--- src/rtl/subvec_xpose_pkg.sv ---
package subvec_xpose_pkg;
    typedef enum logic [1:0] {
        ST_IDLE   = 2'd0,
        ST_RUN    = 2'd1,
        ST_FINISH = 2'd2
    } seq_state_t;
endpackage

--- src/rtl/sxp_nest_counter.sv ---
// Two-level loop counter; swap selects which index is the outer one.
module sxp_nest_counter #(
    parameter int VL_W  = 6,
    parameter int OFF_W = VL_W + 2
) (
    input  logic             clk,
    input  logic             rst_n,
    input  logic             clr,
    input  logic             step,
    input  logic             swap,
    input  logic [VL_W-1:0]  vl,
    input  logic [1:0]       sub_m1,
    output logic [OFF_W-1:0] off
);
    logic [VL_W-1:0] i_q;
    logic [1:0]      j_q;
    logic [2:0]      sub_len;

    assign sub_len = {1'b0, sub_m1} + 3'd1;
    assign off     = OFF_W'(i_q) * OFF_W'(sub_len) + OFF_W'(j_q);

    always_ff @(posedge clk) begin
        if (!rst_n || clr) begin
            i_q <= '0;
            j_q <= '0;
        end else if (step) begin
            if (swap) begin
                if (i_q == vl - VL_W'(1)) begin
                    i_q <= '0;
                    j_q <= j_q + 2'd1;
                end else begin
                    i_q <= i_q + VL_W'(1);
                end
            end else begin
                if (j_q == sub_m1) begin
                    j_q <= '0;
                    i_q <= i_q + VL_W'(1);
                end else begin
                    j_q <= j_q + 2'd1;
                end
            end
        end
    end
endmodule

--- src/rtl/sxp_ctrl.sv ---
module sxp_ctrl
    import subvec_xpose_pkg::*;
#(
    parameter int VL_W  = 6,
    parameter int OFF_W = VL_W + 2
) (
    input  logic            clk,
    input  logic            rst_n,
    input  logic            start,
    input  logic [VL_W-1:0] vl,
    input  logic [1:0]      sub_m1,
    input  logic            pack,
    input  logic            unpack,
    input  logic            stall,
    output logic            load,
    output logic            adv,
    output logic            valid,
    output logic            last,
    output logic            done,
    output logic            busy,
    output logic [VL_W-1:0] vl_q,
    output logic [1:0]      sub_q,
    output logic            pack_q,
    output logic            unpack_q
);
    seq_state_t       state, nxt;
    logic [OFF_W-1:0] step_cnt;
    logic [OFF_W-1:0] total_q;
    logic             final_step;

    assign final_step = (step_cnt == total_q - OFF_W'(1));

    always_comb begin
        nxt = state;
        unique case (state)
            ST_IDLE:   if (start) nxt = (vl == '0) ? ST_FINISH : ST_RUN;
            ST_RUN:    if (!stall && final_step) nxt = ST_FINISH;
            ST_FINISH: nxt = ST_IDLE;
            default:   nxt = ST_IDLE;
        endcase
    end

    always_ff @(posedge clk) begin
        if (!rst_n) begin
            state    <= ST_IDLE;
            step_cnt <= '0;
            total_q  <= '0;
            vl_q     <= '0;
            sub_q    <= '0;
            pack_q   <= 1'b0;
            unpack_q <= 1'b0;
        end else begin
            state <= nxt;
            if (load) begin
                step_cnt <= '0;
                total_q  <= OFF_W'(vl) * OFF_W'({1'b0, sub_m1} + 3'd1);
                vl_q     <= vl;
                sub_q    <= sub_m1;
                pack_q   <= pack;
                unpack_q <= unpack;
            end else if (adv) begin
                step_cnt <= step_cnt + OFF_W'(1);
            end
        end
    end

    always_comb begin
        valid = (state == ST_RUN);
        busy  = (state != ST_IDLE);
        done  = (state == ST_FINISH);
        load  = (state == ST_IDLE) && start;
        adv   = valid && !stall;
        last  = valid && final_step;
    end

    AST_FINISH_TO_IDLE: assert property (@(posedge clk) disable iff (!rst_n)
        (state == ST_FINISH) |=> (state == ST_IDLE));
endmodule

--- src/rtl/subvec_xpose_seq.sv ---
module subvec_xpose_seq #(
    parameter int VL_W = 6,
    localparam int OFF_W = VL_W + 2
) (
    input  logic             clk,
    input  logic             rst_n,
    input  logic             start,
    input  logic [VL_W-1:0]  vl,
    input  logic [1:0]       sub_len_m1,
    input  logic             pack_src,
    input  logic             unpack_dst,
    input  logic             stall,
    output logic             valid,
    output logic [OFF_W-1:0] src_off,
    output logic [OFF_W-1:0] dst_off,
    output logic             last,
    output logic             done,
    output logic             busy
);
    logic            load, adv;
    logic [VL_W-1:0] vl_q;
    logic [1:0]      sub_q;
    logic            pack_q, unpack_q;
    logic [OFF_W-1:0] side_off [2];

    sxp_ctrl #(.VL_W(VL_W), .OFF_W(OFF_W)) u_ctrl (
        .clk(clk), .rst_n(rst_n), .start(start), .vl(vl), .sub_m1(sub_len_m1),
        .pack(pack_src), .unpack(unpack_dst), .stall(stall),
        .load(load), .adv(adv), .valid(valid), .last(last), .done(done),
        .busy(busy), .vl_q(vl_q), .sub_q(sub_q), .pack_q(pack_q),
        .unpack_q(unpack_q)
    );

    // side 0 = source (pack order), side 1 = destination (unpack order)
    for (genvar g = 0; g < 2; g++) begin : g_side
        sxp_nest_counter #(.VL_W(VL_W), .OFF_W(OFF_W)) u_cnt (
            .clk(clk), .rst_n(rst_n), .clr(load), .step(adv),
            .swap((g == 0) ? pack_q : unpack_q),
            .vl(vl_q), .sub_m1(sub_q), .off(side_off[g])
        );
    end

    assign src_off = side_off[0];
    assign dst_off = side_off[1];

    AST_LAST_NEEDS_VALID: assert property (@(posedge clk) disable iff (!rst_n)
        last |-> valid);
    AST_DONE_AFTER_LAST: assert property (@(posedge clk) disable iff (!rst_n)
        (valid && last && !stall) |=> (done && !valid));
    AST_STALL_HOLDS: assert property (@(posedge clk) disable iff (!rst_n)
        (valid && stall) |=> (valid && $stable(src_off) && $stable(dst_off)));
    AST_OFF_IN_RANGE: assert property (@(posedge clk) disable iff (!rst_n)
        valid |-> (src_off < OFF_W'(vl_q) * OFF_W'({1'b0, sub_q} + 3'd1)
                && dst_off < OFF_W'(vl_q) * OFF_W'({1'b0, sub_q} + 3'd1)));
    AST_FIRST_PAIR_ZERO: assert property (@(posedge clk) disable iff (!rst_n)
        $rose(valid) |-> (src_off == '0 && dst_off == '0));
    AST_DONE_SINGLE: assert property (@(posedge clk) disable iff (!rst_n)
        done |=> !busy);
endmodule

--- config.mk ---
export PLATFORM = sky130hd
export DESIGN_NAME = subvec_xpose_seq
export DESIGN_NICKNAME = d
export VERILOG_FILES = /design/src/rtl/subvec_xpose_pkg.sv /design/src/rtl/sxp_nest_counter.sv /design/src/rtl/sxp_ctrl.sv /design/src/rtl/subvec_xpose_seq.sv
export SDC_FILE = /design/constraint.sdc
export NUM_CORES = 1
export LEC_CHECK = 0
export BUFFER_PORTS_ARGS = -buffer_cell sky130_fd_sc_hd__buf_2
export CAP_MARGIN = 20
export CORE_MARGIN = 2
export CORE_UTILIZATION = 40
export DETAILED_ROUTE_END_ITERATION = 16
export GPL_TIMING_DRIVEN = 0
export PLACE_DENSITY_LB_ADDON = 0.1
export SYNTH_ARGS = -nofsm -noshare
export SYNTH_HDL_FRONTEND = slang
export SYNTH_SLANG_ARGS = --single-unit
--- constraint.sdc ---
create_clock -name clk -period 7.95 [get_ports clk]
set_input_delay 1.59 -clock clk [delete_from_list [all_inputs] [get_ports clk]]
set_output_delay 1.59 -clock clk [all_outputs]
set_load 0.02 [all_outputs]
==> impl_metrics.env <==
export IMPL_status="complete, no violations"
export IMPL_fin_util_pct=44.79
export IMPL_dp_hpwl_um=7443
export IMPL_post_cts_resized=0
export IMPL_peakVddDrop_uv=73.05
export IMPL_rsz0062_at_grt="false"
export IMPL_via_count=3468
export IMPL_final_cell_mix="nand2_1 (74), ha_1 (44), dfxtp_1 (44)"
export IMPL_synth_area_leaders="dfxtp_1 (21%), ha_1 (13%), fa_1 (7.3%), nand2_1 (6.7%), xnor2_1 (6.2%)"
export IMPL_clock_path_buffers=2
export IMPL_pwr_density_cell_mw_per_mm2=115.4
export IMPL_synth_ff_type="dfxtp_1"
export IMPL_syn_cell_area_mm2=0.004115
export IMPL_hold_viol_final=0
export IMPL_io_pins=34
export IMPL_place_area_mm2=0.004451
export IMPL_cts_tree="done"
export IMPL_setup_ws_ns=2.515
export IMPL_die_h_um=105.4
export IMPL_cts_max_level=2
export IMPL_yosys_warnings=0
export IMPL_rows=37
export IMPL_viasPerCell=5.100
export IMPL_crit_path_top_delay_cell="dfxtp_1"
export IMPL_core_mm2=0.01014
export IMPL_syn_nets=576
export IMPL_drt_wirelength_per_cell_um=13.53
export IMPL_dpl_worst_slack_ns=2.763
export IMPL_cts_made_buffers=5
export IMPL_syn_avg_cell_area_um2=8.181
export IMPL_critPathKind="register to primary output"
export IMPL_setup_viol=0
export IMPL_slowest_delay_ns=0.56
export IMPL_critPathMaxFanout=10
export IMPL_synthCells=503
export IMPL_startpoint="u_ctrl.sub_q[1]"
export IMPL_worst_pin_slew_ns=0.6062
export IMPL_drt_pass1_iterations=4
export IMPL_die_x_um=105.4
export IMPL_r2r_start="u_ctrl.vl_q[0]"
export IMPL_synth_seq_area_share_pct=21.40
export IMPL_final_min_clock_period_ns=5.435
export IMPL_die_area_mm2=0.01112
export IMPL_p_leak_nw=2.110
export IMPL_grt_max_degree=13
export IMPL_grt_pass1_wl_um=15680
export IMPL_grtUsageTotal_pct=17.40
export IMPL_path_cells="ha_1 -> clkbuf_1 -> and2_1 -> fa_1 -> ha_1 -> fa_1 -> a21oi_1 -> nor2_1 -> nor2_1 -> o21bai_1 -> a21oi_1 -> xnor2_1 -> buf_2"
export IMPL_synth_top_area_share_pct=21.40
export IMPL_cp_start_kind="register"
export IMPL_drc=0
export IMPL_maxSlewHeadroom_pct=59.22
export IMPL_wl_um=9197
export IMPL_final_common_cell="nand2_1"
export IMPL_synth_top_area_cell="dfxtp_1"
export IMPL_fin_area_mm2=0.004541
export IMPL_antenna_found_initial=0
export IMPL_fin_crit_sh_pct=68.36
export IMPL_slew_violations=0
export IMPL_finClkSkew_ns=0.006997
export IMPL_clk_pin_slew_worst_paths_ns=0.08
export IMPL_post_cts_buffers=0
export IMPL_initial_utilization_pct=40.59
export IMPL_drive_gt1_share_pct=9.743
export IMPL_cts_sinks=44
export IMPL_filler_cell_count=1070
export IMPL_synth_ff_latch_count=44
export IMPL_drt_iter0_drc=161
export IMPL_ys_types=50
export IMPL_worstPathArrival_ns=3.84
export IMPL_antenna_cells=0
export IMPL_critical_path_required_ns=6.36
export IMPL_hold_class="register to register"
export IMPL_nNetsFinal=616
export IMPL_gp_congestion=0.8003
export IMPL_grt_pass1_vias=3298
export IMPL_fmax_mhz=184.0
export IMPL_synth_edf_count=0
export IMPL_end_kind="primary output"
export IMPL_io_buffers=33
export IMPL_grt_ovfl_total=0
export IMPL_async_flop_share_pct=0
export IMPL_root_buffer="clkbuf_8"
export IMPL_hold_path_startpoint="u_ctrl.step_cnt[1]"
export IMPL_max_cap_violations=0
export IMPL_area_growth_pct=10.34
export IMPL_setup_tns_ns=0
export IMPL_ctsHoldBuffers=0
export IMPL_clk_latency_ns=0.29
export IMPL_ant_nets=0
## sequential cells by signal, indices dropped and copies added (netlist names)
signal / cells
u_ctrl.pack_q: 1
g_side.u_cnt.j_q: 4
u_ctrl.step_cnt: 8
u_ctrl.sub_q: 2
u_ctrl.total_q: 8
u_ctrl.state: 2
g_side.u_cnt.i_q: 12
u_ctrl.vl_q: 6
u_ctrl.unpack_q: 1
## power breakdown
group | total [mW] | switching (mW) | internal (mW)
sequential | 0.241 | 0.0121 | 0.229
clock | 0.146 | 0.0745 | 0.0710
combinational | 0.137 | 0.0814 | 0.0559
total | 0.524 | 0.168 | 0.356
## stage by stage
stage	power, mW	hold slack (ns)	instances
final	0.5240	0.5151	680
after global routing	0.5609	0.5537	680
after CTS	0.5317	0.5170	680
after detailed placement	0.3848	0.5040	672
after global placement	0.3812	0.5034	672
after floorplan	0.3470	0.4576	503
## area by class of cell
cell class | count | area (um2) | area share, %
buffer | 25 | 98.84 | 2.177
clock buffer | 8 | 90.09 | 1.984
inverter | 25 | 93.84 | 2.067
multi-input combinational | 409 | 3042 | 66.99
sequential | 44 | 880.8 | 19.40
tap | 136 | 170.2 | 3.748
timing repair buffer | 33 | 165.2 | 3.637
## final timing paths
path | endpoint | slack, ns | cells past startpoint
max | src_off[7] | 2.52 | 13
min | u_ctrl.step_cnt[1] | 0.52 | 2
max reg2reg | g_side[0].u_cnt.j_q[1] | 5.71 | 9
min reg2reg | u_ctrl.step_cnt[1] | 0.52 | 2
## Yosys cell counts, drive strengths merged (9+ instances only)
cell / n
a21boi: 16
a21oi: 25
and2: 26
clkbuf: 20
dfxtp: 44
fa: 15
ha: 44
inv: 25
nand2: 74
nand2b: 9
nand4: 11
nor2: 28
nor2b: 14
o21ai: 14
xnor2: 29
xor2: 24
## critical path: cells and delay by family (launching register included)
kind	cells	cell delay, ns
DFF	1	0.56
AOI/OAI and AO/OA	3	0.43
xor gates and xnor gates	1	0.13
buffers and inverters	2	0.39
adders and majority gates	4	1.61
and+or+nand+nor	3	0.44
## layer usage
| layer | GRT usage [%] | up-vias | share of wire, % |
|---|---|---|---|
| met4 | 3.429 | 0 | 0.80 |
| met3 | 2.350 | 5 | 2.4 |
| met2 | 30.69 | 41 | 49 |
| li1 | - | 1795 | - |
| met5 | 0 | - | 0 |
| met1 | 22.68 | 1627 | 48 |
## logic make-up after synthesis
kind of cell               Yosys count  share of synthesized area (%)
muxes                                2                         0.4865
DFF                                 44                          21.40
and+or+nand+nor                    197                          24.66
xor gates and xnor gates            55                          12.37
adders and majority gates           59                          20.68
buffers and inverters               50                          4.682
AOI/OAI and AO/OA                   96                          15.72
No activity file was read; power rests on OpenSTA's default activity.
